[config.mk]
export PLATFORM = sky130hd
export DESIGN_NAME = regSlotAccess
export DESIGN_NICKNAME = d
export VERILOG_FILES = /design/src/rtl/regSlotPkg.sv /design/src/rtl/regSlotCtrl.sv /design/src/rtl/regSlotData.sv /design/src/rtl/regSlotAccess.sv
export SDC_FILE = /design/constraint.sdc
export NUM_CORES = 1
export LEC_CHECK = 0
export BUFFER_PORTS_ARGS = -buffer_cell sky130_fd_sc_hd__buf_2
export CORE_MARGIN = 5
export CORE_UTILIZATION = 35
export CTS_BUF_LIST = sky130_fd_sc_hd__clkbuf_4 sky130_fd_sc_hd__clkbuf_8 sky130_fd_sc_hd__clkbuf_16
export CTS_CLUSTER_DIAMETER = 30
export DETAILED_ROUTE_END_ITERATION = 8
export SLEW_MARGIN = 20
export SYNTH_ARGS = -nofsm -noshare
export SYNTH_HDL_FRONTEND = slang
export SYNTH_SLANG_ARGS = --single-unit
[constraint.sdc]
create_clock -name clk -period 5 [get_ports clk]
set_clock_uncertainty 0.05 [all_clocks]
set_input_delay 0.75 -clock clk [delete_from_list [all_inputs] [get_ports clk]]
set_output_delay 0.75 -clock clk [all_outputs]
set_load 0.03 [all_outputs]
[src/rtl/regSlotPkg.sv]
package regSlotPkg;

  localparam logic [2:0] SLOT_CMD  = 3'd0;
  localparam logic [2:0] SLOT_DATA = 3'd1;

  // strobes handed from control to datapath
  typedef struct packed {
    logic takeData;   // slot 1 word arrived with a live command
    logic commit;     // round boundary: apply staged write
  } slotStrobes_t;

endpackage

[src/rtl/regSlotCtrl.sv]
module regSlotCtrl
  import regSlotPkg::*;
#(
  parameter int ADDR_W = 5
) (
  input  logic              clk,
  input  logic              rstN,
  input  logic              slotValid,
  input  logic [2:0]        slotIdx,
  input  logic              cmdFlag,
  input  logic [ADDR_W-1:0] cmdField,
  input  logic              roundEnd,
  output slotStrobes_t      strobes,
  output logic              cmdValid,
  output logic              cmdRead,
  output logic [ADDR_W-1:0] cmdAddr
);

  logic seeCmd;
  logic seeData;

  assign seeCmd  = slotValid && (slotIdx == SLOT_CMD);
  assign seeData = slotValid && (slotIdx == SLOT_DATA);

  always_comb begin
    strobes          = '0;
    strobes.takeData = seeData && cmdValid;
    strobes.commit   = roundEnd;
  end

  // command holding: loaded in slot 0, retired at the round boundary
  always_ff @(posedge clk) begin
    if (!rstN) begin
      cmdValid <= 1'b0;
      cmdRead  <= 1'b0;
      cmdAddr  <= '0;
    end else if (seeCmd) begin
      cmdValid <= 1'b1;
      cmdRead  <= cmdFlag;
      cmdAddr  <= cmdField;
    end else if (roundEnd) begin
      cmdValid <= 1'b0;
    end
  end

endmodule

[src/rtl/regSlotData.sv]
module regSlotData
  import regSlotPkg::*;
#(
  parameter int DATA_W   = 16,
  parameter int ADDR_W   = 5,
  parameter int NUM_REGS = 24
) (
  input  logic                       clk,
  input  logic                       rstN,
  input  slotStrobes_t               strobes,
  input  logic                       cmdRead,
  input  logic [ADDR_W-1:0]          cmdAddr,
  input  logic [DATA_W-1:0]          rxWord,
  output logic [NUM_REGS*DATA_W-1:0] regOut,
  output logic [DATA_W-1:0]          rdData,
  output logic                       pendValid
);

  localparam int BANK_W = NUM_REGS * DATA_W;

  logic [ADDR_W-1:0] pendAddr;
  logic [DATA_W-1:0] pendData;
  logic [DATA_W-1:0] selWord;
  logic              addrInRange;
  logic              stageWrite;

  assign addrInRange = ({1'b0, cmdAddr} < (ADDR_W+1)'(NUM_REGS));
  assign stageWrite  = strobes.takeData && !cmdRead && addrInRange;

  // register bank, one entry per implemented address
  for (genvar g = 0; g < NUM_REGS; g++) begin : gBank
    localparam logic [ADDR_W-1:0] MY_ADDR = ADDR_W'(g);
    logic [DATA_W-1:0] word;
    always_ff @(posedge clk) begin
      if (!rstN) word <= '0;
      else if (strobes.commit && pendValid && (pendAddr == MY_ADDR))
        word <= pendData;
    end
    assign regOut[g*DATA_W +: DATA_W] = word;
  end

  // committed-value mux for read-back
  always_comb begin
    selWord = '0;
    for (int i = 0; i < NUM_REGS; i++) begin
      if (cmdAddr == ADDR_W'(i)) selWord = regOut[i*DATA_W +: DATA_W];
    end
  end

  // single staging entry; a new write replaces it after any commit
  always_ff @(posedge clk) begin
    if (!rstN) begin
      pendValid <= 1'b0;
      pendAddr  <= '0;
      pendData  <= '0;
    end else if (stageWrite) begin
      pendValid <= 1'b1;
      pendAddr  <= cmdAddr;
      pendData  <= rxWord;
    end else if (strobes.commit) begin
      pendValid <= 1'b0;
    end
  end

  // read-back captured from the bank before this cycle's commit lands
  always_ff @(posedge clk) begin
    if (!rstN) rdData <= '0;
    else if (strobes.takeData) rdData <= addrInRange ? selWord : '0;
  end

  logic unusedBank;
  assign unusedBank = ^{BANK_W{1'b0}};

endmodule

[src/rtl/regSlotAccess.sv]
module regSlotAccess
  import regSlotPkg::*;
#(
  parameter int DATA_W   = 16,
  parameter int ADDR_W   = 5,
  parameter int NUM_REGS = 24
) (
  input  logic                       clk,
  input  logic                       rstN,
  input  logic                       slotValid,
  input  logic [2:0]                 slotIdx,
  input  logic [DATA_W-1:0]          rxWord,
  input  logic                       roundEnd,
  input  logic [DATA_W-2:0]          statusIn,
  output logic [DATA_W-1:0]          statusWord,
  output logic [DATA_W-1:0]          rdData,
  output logic [NUM_REGS*DATA_W-1:0] regOut
);

  slotStrobes_t      strobes;
  logic              cmdValid;
  logic              cmdRead;
  logic [ADDR_W-1:0] cmdAddr;
  logic              pendValid;

  regSlotCtrl #(.ADDR_W(ADDR_W)) u_ctrl (
    .clk      (clk),
    .rstN     (rstN),
    .slotValid(slotValid),
    .slotIdx  (slotIdx),
    .cmdFlag  (rxWord[DATA_W-1]),
    .cmdField (rxWord[ADDR_W-1:0]),
    .roundEnd (roundEnd),
    .strobes  (strobes),
    .cmdValid (cmdValid),
    .cmdRead  (cmdRead),
    .cmdAddr  (cmdAddr)
  );

  regSlotData #(.DATA_W(DATA_W), .ADDR_W(ADDR_W), .NUM_REGS(NUM_REGS)) u_data (
    .clk      (clk),
    .rstN     (rstN),
    .strobes  (strobes),
    .cmdRead  (cmdRead),
    .cmdAddr  (cmdAddr),
    .rxWord   (rxWord),
    .regOut   (regOut),
    .rdData   (rdData),
    .pendValid(pendValid)
  );

  // live status, no register stage
  assign statusWord = {pendValid, statusIn};

endmodule

After elaboration in Yosys (flattened, before gate mapping)
Index checks and enable logic that the tools add are counted.
W data, S select, Z words.
{"block": "op_classes", "shift": 0, "multipliers": 0, "div_mod_pow": 0, "n_mux": 28, "add_sub_neg": 0, "n_eq_ne": 47, "bitwise_logic": 0, "reduce_logical": 36, "magnitude_cmp": 1}
{"cell": "$mux W16", "count": 25}
{"cell": "$eq A5 B4 Y1 const B", "count": 16}
{"cell": "$eq A5 B5 Y1 const B", "count": 16}
{"cell": "$eq A5 B3 Y1 const B", "count": 8}
{"cell": "$logic_and A1 B1 Y1", "count": 30}
{"cell": "$eq A5 B2 Y1 const B", "count": 4}
{"cell": "$eq A5 B1 Y1 const B", "count": 2}
{"cell": "$logic_not A5 Y1", "count": 2}
{"cell": "$lt A5 B5 Y1 const B", "count": 1}
{"cell": "$reduce_bool A2 Y1", "count": 2}
{"cell": "$eq A3 B1 Y1 const B", "count": 1}
{"cell": "$logic_not A3 Y1", "count": 1}
{"cell": "$mux W1", "count": 3}
{"cell": "$logic_not A1 Y1", "count": 1}
{"block": "totals", "wordCells": 143, "regBits": 429, "ram_bits": 0, "rom_bits": 0, "latchBits": 0, "n_memories": 0}

Longest topological paths before layout
{"block": "depth", "ltp_word": 26, "depth_mapped": 10, "depth_no_buf": 6}

By module
Synthesis repeated with hierarchy kept, for this count alone.
{"block": "unflattened", "hier_cells": 2528, "area_unflattened_um2": 20480.9}
{"mod": "regSlotData", "cells_each": 2480, "instances": 1, "area_per_inst_um2": 20054.2}
{"mod": "regSlotCtrl", "cells_each": 32, "instances": 1, "area_per_inst_um2": 306.5}
{"mod": "regSlotAccess", "cells_each": 16, "instances": 1, "area_per_inst_um2": 120.1}

Worst setup path after synthesis
No wires, ideal clock.
{"block": "synth_path", "kind": "input -> register", "start": "input roundEnd", "end": "register u_data.gBank[14].word[10]", "cell_stages": 8, "required_time_ps": 4834, "setup_slack_ps": 2847, "setup_time_ps": 116, "path_buffers": 2, "arrival_ps": 1987, "path_cell_list": "nand2_1 -> or2_1 -> clkbuf_1 -> nor2_2 -> nand3_1 -> clkbuf_1 -> nand2_1 -> a21boi_1"}
{"block": "synth_via", "elab_chain_cells": 2}
{"element": "from (decl)", "line": "regSlotAccess.sv:13", "source": "input logic roundEnd,"}
{"element": "$logic_and A1 B1 Y1 (2 in series)", "line": "regSlotData.sv:36", "source": "else if (strobes.commit && pendValid && (pendAddr == MY_ADDR))"}
{"element": "to (signal assigned)", "line": "regSlotData.sv:37", "source": "word <= pendData;"}
{"element": "to (decl)", "line": "regSlotData.sv:33", "source": "logic [DATA_W-1:0] word;"}
Every way passes these cells.
A chain may end at the register's enable or synchronous reset.

Worst setup path in the final report
{"block": "layout_path", "start": "register u_ctrl.cmdAddr[2]", "end": "register u_data.rdData[1]"}
{"block": "layout_via", "elab_chain_cells": 26, "word_cells_on_any_way": 50}
{"element": "from (decl)", "line": "regSlotCtrl.sv:16", "source": "output logic [ADDR_W-1:0] cmdAddr"}
{"element": "from (signal assigned)", "line": "regSlotCtrl.sv:40", "source": "cmdAddr <= cmdField;"}
{"element": "$logic_not A5 Y1", "line": "regSlotData.sv:46", "source": "if (cmdAddr == ADDR_W'(i)) selWord = regOut[i*DATA_W +: DATA_W];"}
{"element": "$mux W16 (24 in series)", "line": "regSlotData.sv:46"}
{"element": "$mux W16 *", "line": "regSlotData.sv:68", "source": "else if (strobes.takeData) rdData <= addrInRange ? selWord : '0;"}
{"element": "to (signal assigned)", "line": "regSlotData.sv:68"}
{"element": "to (decl)", "line": "regSlotData.sv:15", "source": "output logic [DATA_W-1:0] rdData,"}
Mark *: on every way between the ends. The rest lies on a longest branch, timed or not.

==> flow_summary.ini <==
[synthesis]
avgSynthCellArea_sq_um = 8.096
syn-cell-area_sq_um = 20330
synth_fp_nets = 2549
synth_top_flop_cell = dfxtp_1
async_flop_share_pct = 0
synth_seq_cells = 429
yosysWarningCount = 0
synth_edf_count = 0
yosysUniqueCellTypes = 79
synthCells = 2511
ys_seq_area_share_pct = 42.25

[detailed_routing]
final_antenna_net_count = 0
wl_per_cell_um = 28.51
vias = 21500
wirelength_mm = 105.6
drc = 0
drt_iter0_drc = 3023
drt_first_pass_iters = 6
viasPerCell = 5.804

[worst_setup_path]
slowest_stage = dfxtp_2
reg2reg_from = u_ctrl.cmdAddr[2]
required_ns = 5.50
critical_path_class = flip-flop to flip-flop
worstPathArrival_ns = 3.69
ff2ff_setup_slack_ns = 1.81
critPathBufInv = 1
cp-end-kind = flip-flop
crit_family = simple AND/OR/NAND/NOR gates
worstSetupStartpointType = flip-flop
crit_fanout = 38
max_stage_delay_ns = 0.91
cp.depth = 7
crit_path_cell_trace = or3b_1 > nor2_2 > a22oi_1 > o22ai_1 > a2111oi_1 > buf_4 > o41ai_2
ff2ff_path_depth = 7
r2r-end = u_data.rdData[1]

[die]
row_count = 88
core_sq_um = 57590
die_w_um = 251
start_util_pct = 35.30
io_pins = 454
die_y_um = 251
die_area_sq_um = 63000

[finish]
nNetsFinal = 2897
area_growth_pct = 30.09
layout_commonest_cell = nand2_1
final_cell_mix = nand2_1 (731), dfxtp_1 (423), buf_2 (422), a21boi_0 (277), clkbuf_16 (104)
utilization_pct = 45.92
final_area_sq_um = 26440
drive_gt1_share_pct = 25.20
diodes = 0
final_cell_count_no_fill = 3705

[place]
io_buffer_count = 423
hpwl_mm = 76.84
dp_slack_ns = 1.918
gp_congestion = 1.055
dpl_cell_area_sq_um = 22780
dpl.cell_count = 3518

[sta]
setup_slack_ns = 1.814
holdWs_ns = 0.3173
slew_headroom_pct = 23.74
rsz0062_at_grt = no
period_minus_slack_ns = 3.186
drv_slew = 0
worst_pin_slew_ns = 1.141
tns_ns = 0
fin_crit_sh_pct = 63.72
setup_viol = 0
final_hold_viol_count = 0
max_freq_mhz = 313.9

[global_route]
grt_max_degree = 184
top_usage_layer = met2
gr-total-overflow = 0
met1_usage_pct = 39.85
grt_pass1_vias = 20190
met3_usage_pct = 9.601
grt_usage_pct = 31.67
grt_first_pass_wirelength_mm = 149.2
grtUsageMet2_pct = 50.25
antenna_found_initial = 1

[clock_network]
cts_setup_buffers = 0
clk_pin_slew_worst_paths_ns = 0.05
numCtsBuffers = 104
clk_root_buffer_cell = clkbuf_16
cts_tree = yes
htreeDepth = 3
hold_buffers = 0
clock_latency_ns = 0.65
cts_max_path_buffers = 3
cts-resized-gates = 0
numClockSinks = 429

[hold_path]
hp-class = input pin to flip-flop
holdPathEnd = u_data.pendData[10]
hp-start = rxWord[10]
holdPathStages = 3

[pwr]
vdd_drop_max_v = 0.0002876
switchingPower_mw = 2.227
p_leak_nw = 10.02
finalPower_mw = 10.62
swShare_pct = 20.97
clockPowerShare_pct = 65.7
combPwrFrac_pct = 1.9
p_per_area_nw_per_um2 = 401.6
seqPwrFrac_pct = 32.4
p_int_mw = 8.392

[outcome]
status = finished clean

[flow_run]
maxCapViolations = 0
==> cells by family (layout without fill, tap and decap cells) <==
| group | after synthesis | after routing | share of synthesized area (%) |
|---|---|---|---|
| mux | 117 | 117 | 6.567 |
| compound gates | 646 | 646 | 22.79 |
| simple gates | 1070 | 1070 | 22.61 |
| flops | 429 | 429 | 42.25 |
| buf+inv | 249 | 678 | 5.780 |
==> synth_stat cells (4+ instances only) <==
cell	instances	area share [%]
o22ai_1	16	0.49
and3_1	6	0.18
mux2_2	11	0.61
o21ai_1	8	0.20
a32oi_1	13	0.56
o211ai_1	7	0.26
a31oi_1	12	0.37
o21a_1	4	0.15
and2_1	6	0.18
buf_4	31	1.1
a21oi_1	68	1.7
a22oi_1	25	0.92
a21boi_0	277	10
buf_2	57	1.4
o2bb2ai_1	5	0.22
o32ai_1	7	0.30
mux2i_1	94	4.6
dfxtp_1	429	42
nor4_1	5	0.15
nand2b_1	17	0.52
mux4_2	12	1.3
nand2_1	731	13
nor2_1	83	1.5
o21ai_0	51	1.3
a211oi_1	12	0.44
nor3_1	19	0.47
clkbuf_1	143	2.6
nand3_1	89	2.2
a221o_1	5	0.25
o221ai_1	8	0.34
a21boi_1	83	3.1
nor2b_1	67	2.1
a221oi_1	10	0.43
nor2_2	11	0.34
inv_1	7	0.13
buf_6	7	0.39
nand4_1	6	0.18
==> sequential cells by signal, indices dropped and copies added, names as in the netlist <==
signal             count
u_ctrl.cmdRead         1
u_data.gBank.word    384
u_ctrl.cmdValid        1
u_data.rdData         16
u_data.pendAddr        5
u_data.pendData       16
u_ctrl.cmdAddr         5
u_data.pendValid       1
==> final cells by class <==
class	count	area, sq um
sequential	429	8601
clock buffer	143	3014
multi-input combinational	1833	10620
clock inverter	44	636.9
tap	765	957.2
timing repair buffer	482	2581
fill	5579	31140
inverter	9	33.78
==> routing by layer <==
metal	share of wire (%)	vias up
met1	37	10380
li1	-	9304
met2	45	1499
met5	0.011	-
met3	12	322
met4	5.5	2
==> how the worst max path moves through the flow <==
| stage | startpoint | to |
|---|---|---|
| 4_1_cts | u_ctrl.cmdAddr[1] | u_data.rdData[1] |
| 3_5_place_dp | roundEnd | u_data.gBank[15].word[13] |
| 6_report | u_ctrl.cmdAddr[2] | u_data.rdData[1] |
| 3_3_place_gp | slotIdx[1] | u_data.pendData[7] |
| 5_1_grt | u_ctrl.cmdAddr[2] | u_data.rdData[1] |
| 2_1_floorplan | roundEnd | u_data.gBank[14].word[10] |
==> tightest hold or removal path, cell delays in order <==
cell and delay, ns:
buf_2 0.09, nand2_1 0.04, a21boi_0 0.06
==> power by group through the flow <==
stage               Combinational, mW  Clock [mW]  Sequential (mW)
finish                          0.198        6.98             3.44
global route                    0.204        7.22             3.44
CTS                             0.191        7.01             3.44
detailed placement              0.191           0             3.50
global placement                0.189           0             3.50
floorplan                       0.162           0             3.50
(Power assumes the default switching activity.)
